--- src/rtl/cohdir_ctrl.sv ---
module cohdir_ctrl #(
  parameter int AW = 8,
  parameter int DW = 8,
  parameter int IW = 4,
  parameter logic [1:0] NOSNP = 2'b00
) (
  input  logic                 clk,
  input  logic                 rst_n,
  input  logic [AW-1:0]        win_base_i,
  input  logic [IW:0]          win_lines_i,
  input  logic [1:0]           req_i,
  input  logic [1:0][1:0]      op_i,
  input  logic [1:0][AW-1:0]   addr_i,
  input  logic [1:0][DW-1:0]   wdata_i,
  output logic [1:0]           ack_o,
  output logic [1:0]           shared_o,
  output logic [1:0]           hit_o,
  output logic [DW-1:0]        hit_data_o,
  output logic [1:0]           snp_req_o,
  output logic [1:0]           snp_inv_o,
  output logic [AW-1:0]        snp_addr_o,
  input  logic [1:0]           snp_ack_i,
  input  logic [1:0][DW-1:0]   snp_data_i,
  output logic [1:0]           irq_o,
  output logic                 mem_req_o,
  output logic                 mem_we_o,
  output logic [AW-1:0]        mem_addr_o,
  output logic [DW-1:0]        mem_wdata_o
);
  localparam int LINES = 1 << IW;
  localparam logic [1:0] ST_I = 2'd0, ST_S = 2'd1, ST_M = 2'd2;
  localparam logic [1:0] OP_OWN = 2'd1, OP_EVICT = 2'd2;

  typedef enum logic [1:0] {IDLE, SNP, ACK} phase_t;

  phase_t            ph;
  logic              cur, cur_own, cur_sh, cur_hit, cur_we, cur_irq, cur_fetch;
  logic [AW-1:0]     cur_addr;
  logic [DW-1:0]     hbuf;
  logic [1:0][1:0]   dir [LINES];

  logic            sel, oth;
  logic [AW-1:0]   a, off;
  logic [1:0]      op, so;
  logic [IW-1:0]   idx;
  logic            inwin, rd, own, ev, need, live;

  assign sel   = ~req_i[0];
  assign oth   = ~sel;
  assign a     = addr_i[sel];
  assign op    = op_i[sel];
  assign off   = a - win_base_i;
  assign inwin = (a >= win_base_i) && (off < AW'(win_lines_i)) && (off < AW'(LINES));
  assign idx   = off[IW-1:0];
  assign so    = inwin ? dir[idx][oth] : ST_I;
  assign own   = (op == OP_OWN);
  assign ev    = (op == OP_EVICT);
  assign rd    = !own && !ev;
  assign need  = inwin && ((rd && so == ST_M) || (own && so != ST_I));
  assign live  = need && !NOSNP[oth];

  always_ff @(posedge clk) begin
    if (!rst_n) begin
      ph        <= IDLE;
      cur       <= 1'b0;
      cur_own   <= 1'b0;
      cur_sh    <= 1'b0;
      cur_hit   <= 1'b0;
      cur_we    <= 1'b0;
      cur_irq   <= 1'b0;
      cur_fetch <= 1'b0;
      cur_addr  <= '0;
      hbuf      <= '0;
      for (int i = 0; i < LINES; i++) dir[i] <= '0;
    end else begin
      case (ph)
        IDLE: if (|req_i) begin
          cur       <= sel;
          cur_own   <= own;
          cur_addr  <= a;
          cur_sh    <= inwin && rd;
          cur_hit   <= 1'b0;
          cur_we    <= ev;
          cur_irq   <= need && NOSNP[oth];
          cur_fetch <= need && (so == ST_M);
          hbuf      <= wdata_i[sel];
          ph        <= live ? SNP : ACK;
          if (inwin) begin
            if (ev) dir[idx][sel] <= ST_I;
            else if (own) begin
              dir[idx][sel] <= ST_M;
              dir[idx][oth] <= ST_I;
            end else begin
              dir[idx][sel] <= ST_S;
              if (so == ST_M) dir[idx][oth] <= ST_S;
            end
          end
        end
        SNP: if (snp_ack_i[~cur]) begin
          ph <= ACK;
          if (cur_fetch) begin
            hbuf    <= snp_data_i[~cur];
            cur_hit <= 1'b1;
            cur_we  <= 1'b1;
          end
        end
        default: ph <= IDLE;
      endcase
    end
  end

  logic in_ack, in_snp;
  assign in_ack      = (ph == ACK);
  assign in_snp      = (ph == SNP);
  assign ack_o       = {in_ack && cur, in_ack && !cur};
  assign shared_o    = ack_o & {2{cur_sh}};
  assign hit_o       = ack_o & {2{cur_hit}};
  assign hit_data_o  = hbuf;
  assign snp_req_o   = {in_snp && !cur, in_snp && cur};
  assign snp_inv_o   = snp_req_o & {2{cur_own}};
  assign snp_addr_o  = cur_addr;
  assign irq_o       = {in_ack && cur_irq && !cur, in_ack && cur_irq && cur};
  assign mem_req_o   = in_ack;
  assign mem_we_o    = in_ack && cur_we;
  assign mem_addr_o  = cur_addr;
  assign mem_wdata_o = hbuf;

  for (genvar g = 0; g < LINES; g++) begin : g_line
    p_single_writer_r2: assert property (@(posedge clk) disable iff (!rst_n)
      !(dir[g][0] == ST_M && dir[g][1] != ST_I) && !(dir[g][1] == ST_M && dir[g][0] != ST_I)
      && dir[g][0] != 2'd3 && dir[g][1] != 2'd3)
      else $error("directory single-writer rule broken");
  end

  for (genvar k = 0; k < 2; k++) begin : g_bus
    p_snp_hold_r3: assert property (@(posedge clk) disable iff (!rst_n)
      snp_req_o[k] && !snp_ack_i[k] |=> snp_req_o[k] && $stable(snp_addr_o))
      else $error("snoop dropped before ack");
    p_hit_src_r4: assert property (@(posedge clk) disable iff (!rst_n)
      hit_o[k] |-> $past(snp_req_o[1-k] && snp_ack_i[1-k]))
      else $error("hit data without snoop");
    p_ack_pulse_r11: assert property (@(posedge clk) disable iff (!rst_n)
      ack_o[k] |=> !ack_o[k])
      else $error("ack longer than one cycle");
    if (NOSNP[k]) begin : g_ns
      p_no_snoop_r10: assert property (@(posedge clk) disable iff (!rst_n)
        !snp_req_o[k])
        else $error("snoop sent to unsnoopable bus");
    end
  end

  p_hit_wb_r4: assert property (@(posedge clk) disable iff (!rst_n)
    |hit_o |-> mem_req_o && mem_we_o && mem_wdata_o == hit_data_o)
    else $error("snoop hit not written back");
endmodule

--- config.mk ---
export PLATFORM = sky130hd
export DESIGN_NAME = cohdir_ctrl
export DESIGN_NICKNAME = d
export VERILOG_FILES = /design/src/rtl/cohdir_ctrl.sv
export SDC_FILE = /design/constraint.sdc
export NUM_CORES = 1
export LEC_CHECK = 0
export ABC_AREA = 1
export BUFFER_PORTS_ARGS = -buffer_cell sky130_fd_sc_hd__buf_4
export CORE_MARGIN = 1.5
export CORE_UTILIZATION = 25
export DETAILED_ROUTE_END_ITERATION = 8
export PLACE_DENSITY_LB_ADDON = 0.2
export SETUP_SLACK_MARGIN = 0.15
export SLEW_MARGIN = 0
export SYNTH_ARGS = -nofsm -noshare
export SYNTH_HDL_FRONTEND = slang
export SYNTH_SLANG_ARGS = --single-unit
--- constraint.sdc ---
create_clock -name clk -period 4.75 [get_ports clk]
set_input_delay 0.95 -clock clk [delete_from_list [all_inputs] [get_ports clk]]
set_output_delay 0.95 -clock clk [all_outputs]
set_load 0.03 [all_outputs]
After elaboration in Yosys (flattened, before gate mapping)
Memories as Yosys holds them, arrays and structs flattened.
Cells that the tools add are included.
{"block": "totals", "input_bits": 71, "register_bits": 25, "elab_cells": 163, "ram_bits": 64, "memories": 1}
{"block": "classes", "order_cmp": 8, "n_mux": 81, "reduce_logical": 33, "bitwise_logic": 21, "eq_ne": 8, "add_sub_neg": 1}
{"memory": "dir", "words": 16, "width": 4, "rd": 1, "rd_clocked_by_memory_dff": 0, "write_ports": 16, "line": "40", "rtl": "logic [1:0][1:0] dir [LINES];"}
{"op": "8-bit 2-to-1 mux", "count": 9}
{"op": "1-bit 2-to-1 mux", "count": 48}
{"op": "4-bit 2-to-1 mux", "count": 8}
{"op": "1-bit logical AND", "count": 20}
{"op": "2-bit 2-to-1 mux", "count": 10}
{"op": "1-bit bitwise OR", "count": 16}
{"op": "8-bit case mux with 2 select lines", "count": 1}
{"op": "8-bit >= comparator", "count": 1}
{"op": "8-bit by 5-bit less-than comparator with 1-bit output", "count": 1}
{"op": "8-bit by 5-bit less-than comparator with 1-bit output, second input constant", "count": 1}
{"op": "8-bit subtractor", "count": 1}
{"op": "2-bit bitwise AND", "count": 3}
{"op": "2-bit equality test, second input constant", "count": 3}
{"op": "1-bit by 2-bit less-than comparator with 1-bit output, second input constant", "count": 3}
{"op": "2-bit demux with 1-bit select", "count": 2}
{"op": "2-bit by 1-bit equality test with 1-bit output, second input constant", "count": 2}
{"op": "1-bit zero test", "count": 4}
{"op": "2-bit inequality test, second input constant", "count": 2}
{"op": "1-bit case mux with 2 select lines", "count": 2}
{"op": "2-bit case mux with 2 select lines", "count": 1}
{"op": "2-bit AND reduction", "count": 2}
{"op": "4-bit AND reduction", "count": 1}
{"op": "2-bit nonzero test", "count": 2}
{"op": "4-bit OR reduction", "count": 1}
{"op": "6 further kinds", "count": 8}

Logic depth before layout (Yosys ltp)
Gate-level depths: netlist of the first run.
{"block": "logic_depth", "ltp_word": 20, "depth_mapped": 29}

Least setup slack after synthesis of the first run
No wires, ideal clock.
{"block": "synth_path", "path_kind": "input to register", "start": "input req_i[0]", "end": "memory dir[12][0] (netlist name) (enable)", "path_slack_ps": 120, "path_buffers": 5, "t_required_ps": 4452, "path_stages": 24, "t_arrival_ps": 4332, "cell_sequence": "buf_2 > buf_2 > clkbuf_1 > mux2i_1 > ha_1 > inv_1 > fa_1 > xor2_2 > buf_4 > ha_1 > nand2_1 > inv_1 > nand2_1 > a21boi_1 > nor2_1 > nand3_2 > nor2_4 > nand2_2 > nand2_1 > inv_1 > nand3_4 > buf_8 > nand2_2 > nand2_1"}
{"element": "start: declaration", "line": "11", "rtl": "input logic [1:0] req_i,"}
{"element": "end: declaration", "line": "40"}

==> summary.txt, run 1 <==
Detailed routing
  • Vias per cell: 4.276
  • WL final: ~16 mm
  • Number of remaining DRC errors: 0
  • Vias post-DR: approximately 5000
  • Drt initial violations: 232
  • Post-route antenna net violation count: 0
  • WL/cell: ~13 µm
  • Drt first pass iters: 6

Clocking
  • CTS clk-pin slew, worst paths: 70 ps
  • CTS H-tree lvls: 3
  • Latest clock arrival within the worst-skew pair: about 350 ps
  • CTS Sinks: 88
  • Postcts setup bufs: 0
  • Longest Clk Path Bufs: 2
  • TritonCTS clock tree: yes
  • CTS root buffer: clkbuf_16
  • Num CTS Buffers: 9
  • # hold bufs at CTS: 0
  • Post-cts gate resize count: 0

Timing
  • Final Slew Violations: 0
  • Min Tclk post-route: 4131 ps
  • Clock skew: 7.197 ps
  • Final setup viols: 0
  • RSZ-0062 raised after global routing: no
  • Max_slew headroom: 0.5465
  • Max Freq: 0.2421 GHz
  • Final setup TNS: 0 ps
  • Hold Violations, Final: 0
  • Tcrit/Tclk final: 0.8696
  • Slew @ Worst Pin: 675.8 ps

Layout
  • NumNets Final: 963
  • Area Growth Syn to Fin: 22.48%
  • Share of cells above drive strength 1: 0.2409
  • # diodes: 0
  • Post-route insts no fill: between 1000 and 1500
  • Leading cell types in the layout, fill and taps excluded: nand2_1 (208), nor2_1 (167), buf_4 (125)
  • Commonest non-fill, non-tap cell in the layout: nand2_1
  • Core Util, Final: 0.3104

Global routing
  • Busiest grt layer: met2
  • Initial antenna violation count: 0
  • Largest net degree at the start of global routing: 55
  • First-pass GRT wire length: 25.37 mm
  • Grt ovf: 0
  • Met3 Use GR: 0.02101
  • GR Util met2: 0.2314
  • Grt met1 use: 0.1735
  • Number of global-route vias before repair: ~5000
  • Gr usage total: 0.1348

Power and ir drop
  • Clock Power Share: 0.326
  • Sw Share: 0.3412
  • Internal power: approximately 1.5 mW
  • Pwr dens: 328.2 mW/mm²
  • Combinational share of power: 0.290
  • Psw: 0.7846 mW
  • P_leak: approximately 3.2 nW
  • VDD IR-drop max: 168.1 µV
  • Sequential share of power: 0.385

Synthesis
  • Avg Cell Area, Syn: roughly 7.3 µm²
  • Synthesized netlist cell count: between 700 and 800
  • Distinct cells, synth: 39
  • Yosys top cell area share: 0.3360
  • Syn. warnings: 0
  • Post-synthesis register bit count: 88
  • Post-synthesis cell area: approximately 0.0057 mm²
  • Synth area leaders: edfxtp_1 (34%), nand2_1 (14%), nor2_1 (11%)
  • Seq/Total Area, Yosys: 0.4199
  • Largest area contributor in the netlist: edfxtp_1

Worst setup path
  • Path length in cells of the critical path: 21
  • Reg2Reg Depth: 11
  • Longest individual stage delay on the worst path: 490 ps
  • CP cell instances: buf_4 -> mux2i_1 -> ha_1 -> inv_1 -> fa_1 -> inv_4 -> nand2_1 -> buf_4 -> nor2_1 -> nor2_1 -> nand3_1 -> nand3_1 -> nand2_1 -> nand2_1 -> nand2_1 -> nand2_1 -> nor2_4 -> nand3_2 -> nand3_4 -> nand2_1 -> nand2_1
  • Reg-to-reg endpoint: dir[14][1]
  • Req. time, crit path: 4810 ps
  • CP max-delay cell: fa_1
  • Worst R2R Setup Slack: 2040 ps
  • CP max FO: 16
  • Crit-path leading delay family: simple AND/OR/NAND/NOR gates
  • CP Data Arrival Time: 4190 ps
  • Most frequent CP cell: nand2_1
  • CP bufs+invs: 4
  • CP startpoint kind: input pin
  • Setup Crit Path Kind: in2reg
  • Critical Path End: dir[14][1]
  • Worst r2r src: ph[1]
  • Crit path from: req_i[0]
  • Crit end category: register

Place
  • Buffers on Ports: 114
  • Hpwl dp: between 10 and 15 mm
  • Placed cells: approximately 1100
  • GPL Wtd Cong: 0.8068

Floorplanning
  • Rows: 55
  • DIE AREA: 0.02380 mm²
  • Num ports: 117
  • Die width: around 150 µm
  • Core Region: roughly 0.023 mm²
  • Die Y: 154.3 µm
  • Initial Utilization: 0.2534

Outcome
  • Outcome: complete, no violations

Hold path
  • Min-delay worst type: reg2reg

Flow run
  • Maximum Capacitance Violations: 0
[layer usage]
layer	vias up	wire, µm
met5	-	0
met4	0	206
met3	13	755
met2	123	7386
met1	2232	7303
li1	2614	-
[registers in the layout, indices dropped and copies added, names as in the netlist, 2 cells and up]
name,flops
dir,64
hit_data_o,8
mem_addr_o,8
ph,2
[cell type report]
cell class / count / area [µm²]
clock buffers: 10 / 239.0
clock inverters: 6 / 65.06
fillers: 2454 / 15560
inverters: 91 / 346.6
multi-input cells: 560 / 2659
flip-flops and latches: 88 / 2402
well taps: 285 / 356.6
repair buffers: 125 / 938.4
[Yosys cell counts]
cell      instances
nand2_1         208
nor2_1          167
inv_1            84
edfxtp_1         64
o21ai_0          34
nand3_1          27
nand2_2          26
buf_4            25
dfxtp_1          24
nor2_2           23
a21oi_1          17
ha_1             16
clkbuf_1         11
buf_2             7
a22oi_1           5
inv_2             5
nor3_1            4
o21ai_1           4
nand3_2           3
nor2_4            3
o211ai_1          3
or2_2             3
buf_6             2
buf_8             2
inv_4             2
nand2_4           2
nand3_4           2
a211oi_1          1
a21boi_1          1
a21o_1            1
conb_1            1
fa_1              1
mux2i_1           1
nand3b_1          1
nand4_1           1
nor3_2            1
o21a_1            1
or2_1             1
xor2_2            1
[worst register-to-register path, delay by kind of cell (launching register included)]
family	cells	cell delay, ps
buffers and inverters	3	500
flip-flops	1	340
AND/OR/NAND/NOR	8	1590
[how the worst min path moves through the flow]
stage | from | end | slack (ps) | depth (start not counted)
after global routing | hit_data_o[5] | hit_data_o[5] | 510 | 2
after CTS | hit_data_o[3] | hit_data_o[3] | 480 | 2
after floorplan | cur_we | cur_we | 440 | 2
after global placement | hit_data_o[0] | hit_data_o[0] | 460 | 2
final | hit_data_o[3] | hit_data_o[3] | 470 | 2
after detailed placement | hit_data_o[7] | hit_data_o[7] | 470 | 2
[kinds of logic after synthesis]
kind of cell,count (synthesis),share of synthesized area
adder cells (fa/ha/maj),17,0.03849
flip-flops,88,0.4199
XOR/XNOR,1,0.002844
AND/OR/NAND/NOR,472,0.3565
AO/OA/AOI/OAI,67,0.06387
other,1,0.0006555
multiplexers,1,0.001750
buffers and inverters,138,0.1159
[power by group through the flow]
stage / registers (mW) / logic (mW) / clock network [mW]
after global placement: 0.902 / 0.674 / 0
after CTS: 0.885 / 0.674 / 0.766
after floorplan: 0.928 / 0.438 / 0
after detailed placement: 0.902 / 0.672 / 0
after global routing: 0.889 / 0.749 / 0.794
final: 0.884 / 0.666 / 0.749
[per-stage QoR]
stage	total power [mW]	setup WS, ps	cell area, µm²	hold WS (ps)
CTS	2.325	591.4	7007	480.0
finish	2.300	619.3	7007	471.7
detailed placement	1.574	225.6	6703	469.4
global placement	1.576	254.9	6703	459.6
floorplan	1.366	220.4	5725	437.3
global route	2.432	250.4	7007	510.2
No activity file was read; power rests on OpenSTA's default activity.
==> run 2: changes to the inputs <==
CORE_UTILIZATION = 45   (was 25)
CTS_CLUSTER_DIAMETER = 60   (was default)
==> summary.txt, run 2 (synthesis gave the netlist of run 1 again) <==
Clocking
  • Post-cts gate resize count: 0 (unchanged)
  • CTS H-tree lvls: 3 (unchanged)
  • CTS clk-pin slew, worst paths: 60 ps (about the same)
  • Num CTS Buffers: 9 (unchanged)
  • Postcts setup bufs: 0 (unchanged)
  • # hold bufs at CTS: 0 (unchanged)
  • Longest Clk Path Bufs: 2 (unchanged)
  • CTS root buffer: clkbuf_16
  • CTS Sinks: 88 (unchanged)
  • TritonCTS clock tree: yes
  • Latest clock arrival within the worst-skew pair: 340 ps (about the same)

Timing
  • Hold Violations, Final: 0 (unchanged)
  • Clock skew: 5.679 ps (-1.518 ps)
  • RSZ-0062 raised after global routing: no
  • Slew @ Worst Pin: 661.2 ps (-14.62 ps)
  • Min Tclk post-route: 4180 ps (+49.02 ps)
  • Final Slew Violations: 0 (unchanged)
  • Final setup viols: 0 (unchanged)
  • Final setup TNS: 0 ps (unchanged)
  • Tcrit/Tclk final: 0.8799 (+0.01032)
  • Max_slew headroom: 0.5576 (+0.01114)
  • Max Freq: 0.2392 GHz (-1.2%)

Place
  • GPL Wtd Cong: 0.8596 (+6.5%)
  • Hpwl dp: 10.59 mm (-6.7%)
  • Buffers on Ports: 114 (unchanged)

Global routing
  • Gr usage total: 0.2217 (+0.08683)
  • First-pass GRT wire length: 22.76 mm (-10%)
  • Number of global-route vias before repair: 4903 (-2.9%)
  • Largest net degree at the start of global routing: 55 (unchanged)
  • Initial antenna violation count: 0 (unchanged)
  • Grt ovf: 0 (unchanged)

Power and ir drop
  • Internal power: 1.497 mW (-1.2%)
  • Pwr dens: 325.0 mW/mm² (-0.98%)
  • P_leak: 3.194 nW (-0.62%)
  • Sequential share of power: 0.399 (+0.014)
  • Clock Power Share: 0.311 (-0.015)
  • Sw Share: 0.3268 (-0.01435)
  • Psw: 0.7266 mW (-7.4%)
  • Combinational share of power: 0.290 (about the same)
  • VDD IR-drop max: 185.0 µV (+10%)

Worst setup path
  • CP Data Arrival Time: 4230 ps (+40 ps)
  • Crit end category: register
  • CP startpoint kind: input pin
  • Setup Crit Path Kind: in2reg
  • Req. time, crit path: 4800 ps (about the same)
  • Worst R2R Setup Slack: 2060 ps (+20 ps)
  • Reg2Reg Depth: 11 (unchanged)
  • CP max FO: 16 (unchanged)

Hold path
  • Hold Path Cell Cnt: 2 (unchanged)
  • Min-delay worst type: reg2reg

Flow run
  • Maximum Capacitance Violations: 0 (unchanged)

Layout
  • Area Growth Syn to Fin: 19.60%
  • Leading cell types in the layout, fill and taps excluded: nand2_1 (208), nor2_1 (167), buf_4 (123)
  • Fill cells: 1240 (-49%)
  • Share of cells above drive strength 1: 0.2369 (-0.004007)
  • Commonest non-fill, non-tap cell in the layout: nand2_1
  • Core Util, Final: 0.5466 (+0.2362)
  • # diodes: 0 (unchanged)
  • Max reg flops: 64 (unchanged)
  • Most flops, register: dir
  • NumNets Final: 961 (-0.21%)

Detailed routing
  • WL final: 14.33 mm (-8.5%)
  • Vias post-DR: 5121 (+2.8%)
  • Vias per cell: 4.877 (+14%)
  • Number of remaining DRC errors: 0 (unchanged)
  • Drt initial violations: 302 (+30%)
  • Drt first pass iters: 5 (-1)
  • Post-route antenna net violation count: 0 (unchanged)
  • WL/cell: 13.64 µm (+1.6%)

Floorplanning
  • Die Y: 115.8 µm (-25%)
  • DIE AREA: 0.01340 mm² (-44%)
  • Core Region: 0.01252 mm² (-45%)
  • Num ports: 117 (unchanged)
  • Initial Utilization: 0.4570 (+0.2036)
  • Rows: 41 (-25%)
  • Die width: 115.8 µm (-25%)

Outcome
  • Outcome: complete, no violations
run 2: cell type report:
class | count | area, µm² | share of cell area
Multi-Input combinational cell | 560 | 2659 | 0.3886
Clock buffer | 14 | 284.0 | 0.04151
Timing Repair Buffer | 123 | 923.4 | 0.1350
Clock inverter | 2 | 11.26 | 0.001646
Sequential cell | 88 | 2402 | 0.3511
Tap cell | 172 | 215.2 | 0.03146
Inverter | 91 | 346.6 | 0.05066
run 2: per-layer routing:
metal	GRT usage	wire [µm]	part of all wire	vias to the layer above
li1	-	-	-	2607
met1	0.2762	6364	0.44	2326
met2	0.3893	6891	0.48	164
met3	0.04184	804	0.056	24
met4	0.07073	266	0.019	0
met5	0	0	0	-
run 2: critical path, stage by stage:
cell and delay, ps:
buf_4 160, mux2i_1 320, ha_1 190, inv_1 50
fa_1 670, inv_4 110, nand2_1 350, nor2_1 90
nor2_1 110, nand2_1 50, nand2_1 60, nand2_1 50
nand2_1 60, nand2_1 50, nand2_1 50, nand2_1 100
nor2_4 170, nand3_2 110, nand3_4 280, nand2_1 110
nand2_1 120
run 2: final timing paths:
| kind | start | endpoint |
|---|---|---|
| max | req_i[0] | dir[7][0] |
| max reg2reg | ph[1] | dir[7][0] |
| min reg2reg | hit_data_o[5] | hit_data_o[5] |
| min | hit_data_o[5] | hit_data_o[5] |
run 2: power groups by stage:
stage | clock network, mW | registers, mW | logic [mW]
5_1_grt | 0.728 | 0.892 | 0.727
3_3_place_gp | 0 | 0.903 | 0.645
6_report | 0.691 | 0.888 | 0.645
4_1_cts | 0.702 | 0.887 | 0.649
3_5_place_dp | 0 | 0.903 | 0.647
2_1_floorplan | 0 | 0.928 | 0.438
run 2: through the flow:
stage / cells / cell area, µm² / hold slack, ps / total power, mW / setup slack (ps)
detailed placement: 1034 / 6546 / 457.3 / 1.550 / 230.1
global route: 1050 / 6842 / 488.0 / 2.346 / 200.4
global placement: 1034 / 6546 / 450.8 / 1.548 / 228.4
CTS: 1050 / 6842 / 466.8 / 2.238 / 579.3
floorplan: 786 / 5725 / 437.3 / 1.366 / 220.4
finish: 1050 / 6842 / 462.4 / 2.223 / 570.3
